## config.mk

```make
export PLATFORM = sky130hd
export DESIGN_NAME = sym9_corrector
export DESIGN_NICKNAME = d
export VERILOG_FILES = /design/src/rtl/sym9_pkg.sv /design/src/rtl/sym9_locate.sv /design/src/rtl/sym9_pattern.sv /design/src/rtl/sym9_corrector.sv
export SDC_FILE = /design/constraint.sdc
export NUM_CORES = 1
export LEC_CHECK = 0
export ABC_AREA = 1
export ABC_CLOCK_PERIOD_IN_PS = 6000
export BUFFER_PORTS_ARGS = -buffer_cell sky130_fd_sc_hd__buf_2
export CAP_MARGIN = 5
export CORE_ASPECT_RATIO = 0.7
export CORE_MARGIN = 2
export CORE_UTILIZATION = 55
export CTS_CLUSTER_SIZE = 24
export DETAILED_ROUTE_END_ITERATION = 12
export GPL_ROUTABILITY_DRIVEN = 0
export MAX_ROUTING_LAYER = met4
export PLACE_DENSITY = 0.95
export SLEW_MARGIN = 10
export SYNTH_ARGS = -nofsm -noshare
export SYNTH_HDL_FRONTEND = slang
export SYNTH_SLANG_ARGS = --single-unit
```

## constraint.sdc

```tcl
create_clock -name clk -period 6 [get_ports clk]
set_input_delay 0.3 -clock clk [delete_from_list [all_inputs] [get_ports clk]]
set_output_delay 0.3 -clock clk [all_outputs]
set_load 0.02 [all_outputs]
```

## src/rtl/sym9_pkg.sv

```systemverilog
package sym9_pkg;
  // Symbol and record field geometry
  localparam int SYM_W    = 9;
  localparam int POS_W    = 9;
  localparam int POS_LSB  = 16;
  localparam int MASK_LSB = 0;
  localparam int CNT_W    = 3;
  localparam int CNT_LSB  = 29;
  localparam int ERR_BIT  = 0;
  localparam int UNC_BIT  = 1;
  localparam int OFF_W    = 3;
  localparam int PAT_W    = SYM_W + (1 << OFF_W) - 1;

  typedef enum logic [3:0] {
    S_IDLE, S_FETCH, S_LOOK, S_RDLO, S_RDHI, S_WRLO, S_WRHI, S_NEXT, S_FIN
  } fix_state_t;
endpackage

```

## src/rtl/sym9_locate.sv

```systemverilog
module sym9_locate
  import sym9_pkg::*;
#(
  parameter int REC_W = 32,
  parameter int AW    = POS_W + 1
) (
  input  logic [REC_W-1:0] rec,
  input  logic [POS_W-1:0] limit,
  output logic             hit,
  output logic [AW-1:0]    addr,
  output logic [OFF_W-1:0] off,
  output logic [SYM_W-1:0] mask
);
  logic [POS_W-1:0] pos;
  logic [POS_W-1:0] idx;
  logic             unused_rec;

  assign pos  = rec[POS_LSB +: POS_W];
  assign mask = rec[MASK_LSB +: SYM_W];
  assign idx  = pos - POS_W'(1);
  // position 0 encodes "no symbol"; anything at or past the limit is skipped
  assign hit  = (pos != '0) && (idx < limit);
  // eight 9-bit symbols fill nine bytes
  assign addr = AW'(idx) + AW'(idx >> OFF_W);
  assign off  = idx[OFF_W-1:0];

  assign unused_rec = ^{rec[REC_W-1:POS_LSB+POS_W], rec[POS_LSB-1:MASK_LSB+SYM_W]};
endmodule

```

## src/rtl/sym9_pattern.sv

```systemverilog
module sym9_pattern
  import sym9_pkg::*;
(
  input  logic [SYM_W-1:0] mask,
  input  logic [OFF_W-1:0] off,
  output logic [PAT_W-1:0] pat
);
  // barrel shift, one stage per offset bit
  logic [PAT_W-1:0] stage [OFF_W+1];

  assign stage[0] = PAT_W'(mask);
  for (genvar b = 0; b < OFF_W; b++) begin : g_shift
    assign stage[b+1] = off[b] ? (stage[b] << (1 << b)) : stage[b];
  end
  assign pat = stage[OFF_W];
endmodule

```

## src/rtl/sym9_corrector.sv

```systemverilog
module sym9_corrector
  import sym9_pkg::*;
#(
  parameter int REC_W  = 32,
  parameter int BYTE_W = 8,
  localparam int AW    = POS_W + 1
) (
  input  logic              clk,
  input  logic              rst,
  input  logic              start,
  input  logic [POS_W-1:0]  data_size,
  input  logic [REC_W-1:0]  status,
  output logic              rec_rd,
  output logic [CNT_W-1:0]  rec_idx,
  input  logic [REC_W-1:0]  rec_data,
  output logic [AW-1:0]     ram_addr,
  output logic              ram_we,
  output logic [BYTE_W-1:0] ram_wdata,
  input  logic [BYTE_W-1:0] ram_rdata,
  output logic              done,
  output logic [CNT_W-1:0]  res_count,
  output logic              res_fail
);
  fix_state_t        st;
  logic [POS_W-1:0]  size_q;
  logic [CNT_W-1:0]  cnt_q;
  logic [CNT_W-1:0]  ptr_q;
  logic              err_q;
  logic              unc_q;
  logic [AW-1:0]     addr_q;
  logic [PAT_W-1:0]  pat_q;
  logic [BYTE_W-1:0] lo_q;
  logic [BYTE_W-1:0] hi_q;
  logic              done_q;

  logic              loc_hit;
  logic [AW-1:0]     loc_addr;
  logic [OFF_W-1:0]  loc_off;
  logic [SYM_W-1:0]  loc_mask;
  logic [PAT_W-1:0]  loc_pat;
  logic [CNT_W-1:0]  st_cnt;
  logic              unused_status;

  assign st_cnt        = status[CNT_LSB +: CNT_W];
  assign unused_status = ^status[CNT_LSB-1:UNC_BIT+1];

  sym9_locate #(.REC_W(REC_W), .AW(AW)) u_locate (
    .rec   (rec_data),
    .limit (size_q),
    .hit   (loc_hit),
    .addr  (loc_addr),
    .off   (loc_off),
    .mask  (loc_mask)
  );

  sym9_pattern u_pattern (
    .mask (loc_mask),
    .off  (loc_off),
    .pat  (loc_pat)
  );

  always_ff @(posedge clk) begin
    if (rst) begin
      st        <= S_IDLE;
      size_q    <= '0;
      cnt_q     <= '0;
      ptr_q     <= '0;
      err_q     <= 1'b0;
      unc_q     <= 1'b0;
      addr_q    <= '0;
      pat_q     <= '0;
      lo_q      <= '0;
      hi_q      <= '0;
      done_q    <= 1'b0;
      res_count <= '0;
      res_fail  <= 1'b0;
    end else begin
      done_q <= 1'b0;
      case (st)
        S_IDLE: begin
          if (start) begin
            size_q <= data_size;
            cnt_q  <= st_cnt;
            err_q  <= status[ERR_BIT];
            unc_q  <= status[ERR_BIT] & status[UNC_BIT];
            ptr_q  <= '0;
            if (!status[ERR_BIT]) begin
              res_count <= '0;
              res_fail  <= 1'b0;
              st        <= S_FIN;
            end else if (status[UNC_BIT]) begin
              res_count <= '0;
              res_fail  <= 1'b1;
              st        <= S_FIN;
            end else if (st_cnt == '0) begin
              res_count <= '0;
              res_fail  <= 1'b0;
              st        <= S_FIN;
            end else begin
              st <= S_FETCH;
            end
          end
        end
        S_FETCH: st <= S_LOOK;
        S_LOOK: begin
          if (loc_hit) begin
            addr_q <= loc_addr;
            pat_q  <= loc_pat;
            st     <= S_RDLO;
          end else begin
            st <= S_NEXT;
          end
        end
        S_RDLO: st <= S_RDHI;
        S_RDHI: begin
          lo_q <= ram_rdata;
          st   <= S_WRLO;
        end
        S_WRLO: begin
          hi_q <= ram_rdata;
          st   <= S_WRHI;
        end
        S_WRHI: st <= S_NEXT;
        S_NEXT: begin
          if (ptr_q == cnt_q - CNT_W'(1)) begin
            res_count <= cnt_q;
            res_fail  <= 1'b0;
            st        <= S_FIN;
          end else begin
            ptr_q <= ptr_q + CNT_W'(1);
            st    <= S_FETCH;
          end
        end
        S_FIN: begin
          done_q <= 1'b1;
          st     <= S_IDLE;
        end
        default: st <= S_IDLE;
      endcase
    end
  end

  // outputs decode straight from state and data flops
  assign rec_rd  = (st == S_FETCH);
  assign rec_idx = ptr_q;
  assign done    = done_q;
  assign ram_we  = (st == S_WRLO) || (st == S_WRHI);

  always_comb begin
    ram_addr  = addr_q;
    ram_wdata = lo_q ^ pat_q[BYTE_W-1:0];
    if (st == S_RDHI || st == S_WRHI) begin
      ram_addr = addr_q + AW'(1);
    end
    if (st == S_WRHI) begin
      ram_wdata = hi_q ^ pat_q[PAT_W-1:BYTE_W];
    end
  end


  done_pulse_chk: assert property (@(posedge clk) disable iff (rst)
    done |=> !done);


  wr_pair_chk: assert property (@(posedge clk) disable iff (rst)
    (ram_we && !$past(ram_we)) |=> (ram_we && ram_addr == $past(ram_addr) + AW'(1)));


  no_write_on_fail_chk: assert property (@(posedge clk) disable iff (rst)
    ram_we |-> !unc_q);


  rec_idx_bound_chk: assert property (@(posedge clk) disable iff (rst)
    rec_rd |-> (rec_idx < cnt_q));


  write_in_range_chk: assert property (@(posedge clk) disable iff (rst)
    ram_we |-> (ram_addr <= AW'(size_q) + AW'(size_q >> OFF_W)));


  clean_result_chk: assert property (@(posedge clk) disable iff (rst)
    (done && !err_q) |-> (res_count == '0 && !res_fail));
endmodule

```

# --- After elaboration in Yosys (flattened, before gate mapping) ---
# Index checks and enable logic that the tools add are counted.
word_totals:
  regBits: 66
  input_bits: 84
  output_inout_bits: 28
  elab_cells: 71
op_classes:
  add_sub_neg: 5
  n_lt_le_gt_ge: 1
  eq_ne: 13
  muxes: 28
  bitwise_logic: 2
  n_reduce_logical: 11
ops:
  columns: ["op", "n"]
  rows:
  - ["16-bit two-way mux", 2]
  - ["4-bit case mux with 8 select lines", 1]
  - ["3-bit two-way mux", 8]
  - ["10-bit two-way mux", 2]
  - ["4-bit two-way mux", 5]
  - ["4-bit by 3-bit equality test with 1-bit output (second input constant)", 4]
  - ["8-bit bitwise XOR", 2]
  - ["3-bit case mux with 2 select lines", 2]
  - ["10-bit by 1-bit adder with 10-bit output (second input constant)", 1]
  - ["9-bit by 6-bit adder with 10-bit output", 1]
  - ["9-bit less-than comparator", 1]
  - ["9-bit nonzero test", 1]
  - ["9-bit by 1-bit subtractor with 9-bit output (second input constant)", 1]
  - ["4-bit by 2-bit equality test with 1-bit output (second input constant)", 2]
  - ["8-bit two-way mux", 1]
  - ["1-bit two-way mux", 6]
  - ["2-bit inequality test (second input constant)", 3]
  - ["4-bit by 1-bit equality test with 1-bit output (second input constant)", 1]
  - ["4-bit equality test (second input constant)", 1]
  - ["4-bit logical NOT", 1]
  - ["4-bit inequality test (second input constant)", 1]
  - ["2-bit AND reduction", 2]
  - ["4-bit AND reduction", 1]
  - ["3-bit by 1-bit adder with 3-bit output (second input constant)", 1]
  - ["8 further kinds", 9]

# --- Longest topological paths before layout ---
# Gate-level depths: netlist of the first run.
logic_depth:
  depth_word: 6
  depth_mapped: 20
  mapped_depth_nobuf: 18

# --- Modules after synthesis ---
# A second synthesis of the first run with hierarchy kept.
hier_totals:
  hier_cells: 654
  hier_area_um2: 4322.9
by_module_without_submodules:
  columns: ["mod", "n_inst", "cells_per_inst", "area_each_um2", "seq_area_each_um2"]
  rows:
  - ["sym9_corrector", 1, 414, 3046.7, 1321.3]
  - ["sym9_locate", 1, 158, 898.4, 0.0]
  - ["sym9_pattern", 1, 82, 377.9, 0.0]

# --- Least setup slack after synthesis of the first run ---
# No wires, ideal clock.
synth_path:
  path_type: "input to register"
  start: "input port rec_data[16]"
  end: "register addr_q[3]"
  setup_ns: 0.140
  arrival_ns: 2.419
  required_ns: 5.860
  path_slack_ns: 3.441
  stages: 15
  n_path_buf: 3
  path_cell_list: "inv_1 > buf_2 > ha_1 > nand2_2 > xor2_1 > inv_1 > ha_1 > a21oi_1 > a21oi_1 > nor2_2 > nand3_4 > buf_8 > buf_12 > nand2_2 > a21oi_2"
synth_via:
  elab_chain_len: 4
  word_cells_on_any_way: 6
  cone_classes: "2 x add/sub; 1 x order compare; 3 x reduce/logical"
synth_rtl:
  columns: ["item", "line", "text"]
  rows:
  - ["from (decl)", "sym9_corrector.sv:15", "input logic [REC_W-1:0] rec_data,"]
  - ["9-bit by 1-bit subtractor with 9-bit output", "sym9_locate.sv:20", "assign idx = pos - POS_W'(1);"]
  - ["9-bit less-than comparator", "sym9_locate.sv:22", "assign hit = (pos != '0) && (idx < limit);"]
  - ["1-bit logical AND", "sym9_locate.sv:22", null]
  - ["2-bit AND reduction (no source line)", null, null]
  - ["to (signal assigned)", "sym9_corrector.sv:107", "addr_q <= loc_addr;"]
  - ["to (decl)", "sym9_corrector.sv:30", "logic [AW-1:0] addr_q;"]
# Parallel ways exist; a longest one is shown, timed or not.
# A chain may end at the register's enable or synchronous reset.

# --- Worst setup path after layout of the first run ---
layout_path:
  start: "input port rec_data[16]"
  end: "register pat_q[12]"
layout_via:
  elab_chain_len: 4
  word_cells_on_any_way: 8
  cone_classes: "1 x add/sub; 1 x order compare; 3 x mux; 3 x reduce/logical"
layout_rtl:
  columns: ["item", "line", "text"]
  rows:
  - ["9-bit by 1-bit subtractor with 9-bit output", "sym9_locate.sv:20", null]
  - ["9-bit less-than comparator / 10-bit two-way mux (equally long branches)", "sym9_locate.sv:22, sym9_pattern.sv:13", null]
  - ["1-bit logical AND / 16-bit two-way mux (equally long branches)", "sym9_locate.sv:22, sym9_pattern.sv:13", null]
  - ["2-bit AND reduction (no source line) / 16-bit two-way mux (equally long branches)", null, null]
  - ["to (signal assigned)", "sym9_corrector.sv:108", "pat_q <= loc_pat;"]
  - ["to (decl)", "sym9_corrector.sv:31", "logic [PAT_W-1:0] pat_q;"]
# Parallel ways exist; a longest one is shown, timed or not.

==> results of run 1 <==
==> per-layer routing <==
| layer | vias to the layer above | GRT usage [%] |
|---|---|---|
| met3 | 52 | 6.24 |
| met5 | - | - |
| met4 | 0 | 9.48 |
| met1 | 1911 | 33.3 |
| li1 | 1999 | - |
| met2 | 240 | 45.1 |
==> cells by family after synthesis <==
kind of cell | share of synthesized area (%)
compound gates | 15.4
xor+xnor | 8.51
fa+ha+maj | 6.00
buf+inv | 8.91
flops | 32.3
mux | 0.490
simple gates | 28.3
==> area by class of cell <==
class / count / area share (%)
multi-input combinational: 433 / 51.9
clock buffer: 11 / 3.27
tap: 98 / 2.65
sequential: 66 / 28.5
inverter: 64 / 5.19
timing repair buffer: 70 / 7.57
clock inverter: 3 / 0.865
==> worst max-delay path, cell delays in order <==
cell	delay, ps
buf_2	240
inv_1	230
ha_1	340
xnor2_2	580
inv_2	250
ha_1	360
nand2_1	80
nand2_1	50
nand2_1	50
a21oi_1	70
nor2_2	210
nand3_4	390
inv_2	440
nand2_1	160
a21oi_1	180
==> layout by cell type (no fill, tap or decap), drive strengths merged, types with 8 or more instances in the layout <==
| cell | instances |
|---|---|
| nand4 | 8 |
| clkbuf | 11 |
| xor2 | 21 |
| nor2 | 74 |
| a21oi | 48 |
| nand2 | 137 |
| ha | 18 |
| nand3 | 25 |
| buf | 70 |
| dfxtp | 66 |
| o21ai | 65 |
| xnor2 | 17 |
| inv | 63 |
==> stage by stage <==
step                power, uW  std cells  hold slack [ps]  setup WS [ps]
finish                   1050        745              196           2310
global route             1100        745              215           2110
CTS                      1050        745              198           2440
detailed placement        686        731              470           2200
global placement          672        731              456           2350
floorplan                 626        584              435           3440
==> power by group <==
group | switching [uW] | leakage [uW] | internal [uW]
clock | 162 | 0.000101 | 209
combinational | 143 | 0.00152 | 77.2
sequential | 10.1 | 0.000536 | 454
total | 314 | 0.00216 | 739
==> state kept, by name, indices dropped and copies added, names as in the netlist <==
| signal | flops |
|---|---|
| addr_q | 10 |
| cnt_q | 3 |
| done | 1 |
| hi_q | 8 |
| lo_q | 8 |
| pat_q | 16 |
| rec_idx | 3 |
| res_count | 3 |
| res_fail | 1 |
| size_q | 9 |
| st | 4 |
==> path summary, 6_finish.rpt <==
kind / start / endpoint / slack, ps / cells after the start
worst max-delay path: rec_data[16] / pat_q[12] / 2310 / 15
worst min-delay path: ram_rdata[4] / hi_q[4] / 200 / 3
worst min register to register: size_q[5] / size_q[5] / 470 / 2
worst max register to register: size_q[8] / pat_q[12] / 3530 / 11
==> impl_summary.log, run 1 <==
[metrics] result of the run: finished clean
[metrics] area of the die: 8150 sq um
[metrics] global-route wire length before repair: 17,800 um
[metrics] most frequent cell after synthesis: nand2_1
[metrics] area occupied by multi-input gates: 2400 sq um
[metrics] number of diodes added for antenna fixing: 0
[metrics] cell accounting for the most synthesized area: dfxtp_1
[metrics] number of gates resized after CTS: 0
[metrics] fraction of final layout cells sized beyond drive strength 1: 21.3%
[metrics] sequential fraction of the synthesis area: 32.3%
[metrics] maximum fanout encountered on the critical timing path: 30
[metrics] post-synthesis async set-or-reset flop share: 0%
[metrics] met3 wirelength from detailed routing: 965 um
[metrics] area of the placeable core: 7250 sq um
[metrics] leakage: 0.00216 uW
[metrics] Congestion Overflow GR: 0
[metrics] number of synthesized flops with an enable pin: 0
[metrics] unrepaired setup endpoints after global routing: no
[metrics] clock insertion delay at the later pin of the skew report: 340 ps
[metrics] Achievable Freq: 0.271 GHz
[metrics] Final Core Density: 63.8%
[metrics] most numerous cell types in the synthesized netlist: nand2_1, dfxtp_1, nor2_1, o21ai_0, inv_1
[metrics] clock net sink count: 66
[metrics] buffer cell driving the clock tree root: clkbuf_8
[metrics] arrival time at the worst endpoint: 3950 ps
[metrics] DRC violations left: 0
[metrics] Hold Violations, Final: 0
[metrics] Cell Area, Synth: 4090 sq um
[metrics] count of max-cap constraint violations: 0
[metrics] pin count of the biggest net entering global routing: 41
[metrics] Period Utilization, post-route: 61.4%
[metrics] portion of synthesized cell area occupied by the leading cell type: 32.3%
[metrics] highest ir drop seen on vdd: 0.000123 V
[metrics] Mapped Cells: 584
[metrics] top layer reached by signal wires: met4
[metrics] number of buffers created by CTS: 9
[metrics] via count of the first global-routing pass: 3,960
[metrics] fill cell instance count of the final layout: 588
[metrics] setup-violating endpoint count in the final report: 0
[metrics] net count after synthesis: 687
[metrics] vertical die dimension: 76.1 um
[metrics] count of hold buffers inserted by post-cts repair: 0
[metrics] worst min path class: input port to flip-flop
[metrics] number of vias after detailed routing: 4,202
[metrics] shortest clock period the worst path allows after layout: 3690 ps
[metrics] # IOs: 112
[metrics] Final Instance Area: 4630 sq um
[metrics] number of buffers inserted by port buffering: 70
[metrics] WL met2: 5010 um
[metrics] clock tree from TritonCTS: yes
[metrics] horizontal die dimension: 107 um
[metrics] worst relative slew slack: 27.2%
[metrics] detailed-routing iteration count for the pre-antenna-repair pass: 5
[metrics] synthesis-to-layout area growth: 13.2%
[metrics] count of yosys warnings during synthesis: 0
[metrics] Clock Skew: 7.20 ps
[metrics] initial antenna violation count: 0
[metrics] FP Rows: 26
[metrics] cells taking the most area after synthesis: dfxtp_1, nand2_1, o21ai_0
[metrics] clock transition at the register clock pins on the worst setup and hold paths after CTS: 70 ps
[metrics] fin nets: 747
[metrics] worst slew pin tran: 1090 ps
[metrics] overall global routing resource usage: 27.5%
[metrics] DRT iter0 DRCs: 461
[metrics] kind of critical path: input port to flip-flop
[metrics] detailed-routing wirelength on met1: 4380 um
[metrics] pins over their slew limit: 0
[metrics] crit start category: input port
[metrics] Sum Neg Setup Slack: 0 ps
[metrics] required time at the endpoint of the critical path: 6260 ps
[metrics] Detail Route Antenna Nets: 0
[metrics] average detailed-routed wire length per instance: 14.3 um
[metrics] starting density of the core: 56.3%
[metrics] half-perimeter wire length of the detailed placement result: 7750 um
[metrics] Synth Flop Type: dfxtp_1
[metrics] critical path endpoint category: flip-flop
[metrics] number of setup buffers added after CTS: 0
[metrics] register cell area after layout: 1320 sq um
[metrics] CTS H-Tree Depth: 3
[metrics] post-place instance area: 4440 sq um
[metrics] total power divided by cell area: 228 nW/um^2
[metrics] Via density: 5.64
[metrics] count of cell types in the netlist: 38
[metrics] Routed Wire Length: 10,700 um
[metrics] largest buffer count on any clock path: 2
[metrics] Mean Syn Cell Area: 7.00 sq um
[metrics] number of flip-flops and latches in the synthesized netlist: 66
Note: power is estimated with default switching activity, not from simulation.
==> run 2: changes to the inputs <==
--- a/config.mk
+++ b/config.mk
@@ -6,17 +6,17 @@
 export NUM_CORES = 1
 export LEC_CHECK = 0
 export ABC_AREA = 1
-export ABC_CLOCK_PERIOD_IN_PS = 6000
+export ABC_CLOCK_PERIOD_IN_PS = 3300
 export BUFFER_PORTS_ARGS = -buffer_cell sky130_fd_sc_hd__buf_2
 export CAP_MARGIN = 5
 export CORE_ASPECT_RATIO = 0.7
 export CORE_MARGIN = 2
-export CORE_UTILIZATION = 55
+export CORE_UTILIZATION = 48
 export CTS_CLUSTER_SIZE = 24
 export DETAILED_ROUTE_END_ITERATION = 12
 export GPL_ROUTABILITY_DRIVEN = 0
 export MAX_ROUTING_LAYER = met4
-export PLACE_DENSITY = 0.95
+export PLACE_DENSITY = 0.89
 export SLEW_MARGIN = 10
 export SYNTH_ARGS = -nofsm -noshare
 export SYNTH_HDL_FRONTEND = slang
==> constraint.sdc (replaced) <==
create_clock -name clk -period 3.3 [get_ports clk]
set_input_delay 0.165 -clock clk [delete_from_list [all_inputs] [get_ports clk]]
set_output_delay 0.165 -clock clk [all_outputs]
set_load 0.02 [all_outputs]
==> impl_summary.log, run 2 (synthesis results as in run 1) <==
[metrics] DRT iter0 DRCs: 309
[metrics] combinational group share of total power: 18.3%
[metrics] Achievable Freq: 0.384 GHz
[metrics] average detailed-routed wire length per instance: 13.7 um
[metrics] vertical die dimension: 81.2 um
[metrics] setup-violating endpoint count in the final report: 0
[metrics] Sum Neg Setup Slack: 0 ps
[metrics] DRC violations left: 0
[metrics] # IOs: 112
[metrics] biggest registers after layout: pat_q x16, addr_q x10, size_q x9
[metrics] clock tree from TritonCTS: yes
[metrics] delay-heaviest family, CP: simple AND/OR/NAND/NOR gates
[metrics] Routed Wire Length: 10,400 um
[metrics] largest buffer count on any clock path: 2
[metrics] Clock Skew: 5.26 ps
[metrics] cell type with the highest occurrence count on the critical path: nand2_1
[metrics] result of the run: finished clean
[metrics] switching power total: 628 uW
[metrics] detailed-routing iteration count for the pre-antenna-repair pass: 5
[metrics] unrepaired setup endpoints after global routing: no
[metrics] crit start category: input port
[metrics] clock net sink count: 66
[metrics] Inst Count DP: 743
[metrics] number of diodes added for antenna fixing: 0
[metrics] flip-flop count of the largest register after layout: 16
[metrics] number of buffers created by CTS: 9
[metrics] pins over their slew limit: 0
[metrics] buffer cell driving the clock tree root: clkbuf_16
[metrics] initial antenna violation count: 0
[metrics] sequence of cells on the critical path: buf_2 > inv_1 > ha_1 > nand2_2 > nor2_4 > inv_1 > nand2_1 > nand2_1 > ha_1 > nand2_1 > inv_1 > a21oi_1 > nand2_1 > nor2_2 > nand3_4 > inv_2 > nand2_1 > a21oi_2
[metrics] worst min path class: input port to flip-flop
[metrics] Congestion Overflow GR: 0
[metrics] clock transition at the register clock pins on the worst setup and hold paths after CTS: 60 ps
[metrics] required time at the endpoint of the critical path: 3560 ps
[metrics] pin count of the biggest net entering global routing: 41
[metrics] critical register-to-register path startpoint: size_q[8]
[metrics] total power divided by cell area: 461 nW/um^2
[metrics] count of hold buffers inserted by post-cts repair: 0
[metrics] commonest cells after routing, fill and taps aside: nand2_1, buf_2, dfxtp_1
[metrics] worst slew pin tran: 1060 ps
[metrics] final instance count without filler cells: 759
[metrics] global-route wire length before repair: 16,900 um
[metrics] commonest non-fill, non-tap cell in the layout: nand2_1
[metrics] area of the die: 9280 sq um
[metrics] fin nets: 752
[metrics] number of vias after detailed routing: 4,047
[metrics] worst reg-to-reg path cell count: 11
[metrics] R2R setup slack: 1190 ps
[metrics] clock network power share: 43.4%
[metrics] synthesis-to-layout area growth: 16.9%
[metrics] endpoint of the worst-slack reg-to-reg timing path: addr_q[3]
[metrics] starting density of the core: 48.8%
[metrics] shortest clock period the worst path allows after layout: 2610 ps
[metrics] highest ir drop seen on vdd: 0.000245 V
[metrics] clock insertion delay at the later pin of the skew report: 330 ps
[metrics] arrival time at the worst endpoint: 2870 ps
[metrics] switching part of the total: 28.5%
[metrics] kind of critical path: input port to flip-flop
[metrics] maximum fanout encountered on the critical timing path: 22
[metrics] fraction of final layout cells sized beyond drive strength 1: 22.0%
[metrics] FP Rows: 28
[metrics] number of gates resized after CTS: 0
[metrics] CP Buf/Inv Count: 5
[metrics] Final Core Density: 57.1%
[metrics] CTS H-Tree Depth: 3
[metrics] hold path cells: 3
[metrics] slowest cell on the critical path: ha_1
[metrics] horizontal die dimension: 114 um
[metrics] fill cell instance count of the final layout: 766
[metrics] number of setup buffers added after CTS: 0
[metrics] number of buffers inserted by port buffering: 70
[metrics] Flop pwr share: 38.3%
[metrics] worst relative slew slack: 29.2%
[metrics] Crit path largest cell delay: 320 ps
[metrics] Detail Route Antenna Nets: 0
[metrics] launch instance of the worst min-delay path: ram_rdata[2]
[metrics] Hold Violations, Final: 0
[metrics] half-perimeter wire length of the detailed placement result: 7840 um
[metrics] internal power component: 1570 uW
[metrics] power after layout: 2200 uW
[metrics] via count of the first global-routing pass: 3,707
[metrics] Period Utilization, post-route: 79.0%
[metrics] overall global routing resource usage: 23.6%
[metrics] Min-Delay Endpoint: hi_q[2]
[metrics] register name with the most flops: pat_q
[metrics] leakage: 0.00223 uW
[metrics] area of the placeable core: 8370 sq um
[metrics] Via density: 5.33
[metrics] critical path endpoint category: flip-flop
[metrics] count of max-cap constraint violations: 0
==> run 2: cell types whose count changed in the layout (fill, tap and decap cells not counted) <==
| cell | before | now |
|---|---|---|
| clkinv_2 | 2 | 3 |
| clkbuf_8 | 11 | 1 |
| clkbuf_16 | 0 | 9 |
| clkinv_4 | 0 | 1 |
| buf_4 | 0 | 5 |
| clkbuf_1 | 0 | 1 |
==> run 2: area by class of cell <==
cell class | count | area [sq um] | share of cell area, %
Sequential cell | 66 | 1320 | 27.6
Clock inverter | 5 | 53.8 | 1.13
Timing Repair Buffer | 75 | 388 | 8.12
Tap cell | 105 | 131 | 2.75
Multi-Input combinational cell | 433 | 2400 | 50.3
Clock buffer | 11 | 243 | 5.08
Inverter | 64 | 240 | 5.03
==> run 2: power groups by stage <==
stage	sequential (uW)	clock, uW	combinational (uW)
2_1_floorplan	866	0	273
3_5_place_dp	860	0	396
3_3_place_gp	859	0	375
5_1_grt	846	987	451
4_1_cts	843	956	399
6_report	843	954	404
==> run 2: routing by layer <==
| layer | GRT usage (%) | part of all wire, % |
|---|---|---|
| met1 | 30.9 | 47 |
| met2 | 37.4 | 45 |
| met3 | 4.63 | 7.0 |
| met4 | 6.59 | 1.5 |
| met5 | - | 0 |
==> run 2: worst reg2reg max path, stage by stage, from the launching register on <==
cell and delay (ps):
dfxtp_1 300, inv_1 60, ha_1 300, nand2_1 90
inv_1 50, a21oi_1 160, nand2_1 80, nor2_2 200
nand3_4 190, inv_2 320, nand2_1 150, a21oi_2 140
==> run 2: how the worst max path moves through the flow <==
| stage | startpoint | end | cells after the start |
|---|---|---|---|
| 2_1_floorplan | rec_data[16] | addr_q[3] | 15 |
| 3_3_place_gp | rec_data[16] | addr_q[8] | 18 |
| 3_5_place_dp | rec_data[16] | addr_q[8] | 18 |
| 4_1_cts | rec_data[16] | addr_q[8] | 18 |
| 5_1_grt | rec_data[16] | addr_q[8] | 18 |
| 6_report | rec_data[16] | addr_q[3] | 18 |
==> run 2: metrics by stage <==
step | worst slack, ps | hold WS, ps | area [sq um]
after global routing | 441 | 89.4 | 4780
after detailed placement | 410 | 416 | 4480
after floorplan | 876 | 300 | 4090
after CTS | 724 | 79.9 | 4780
final | 694 | 82.0 | 4780
after global placement | 568 | 410 | 4480
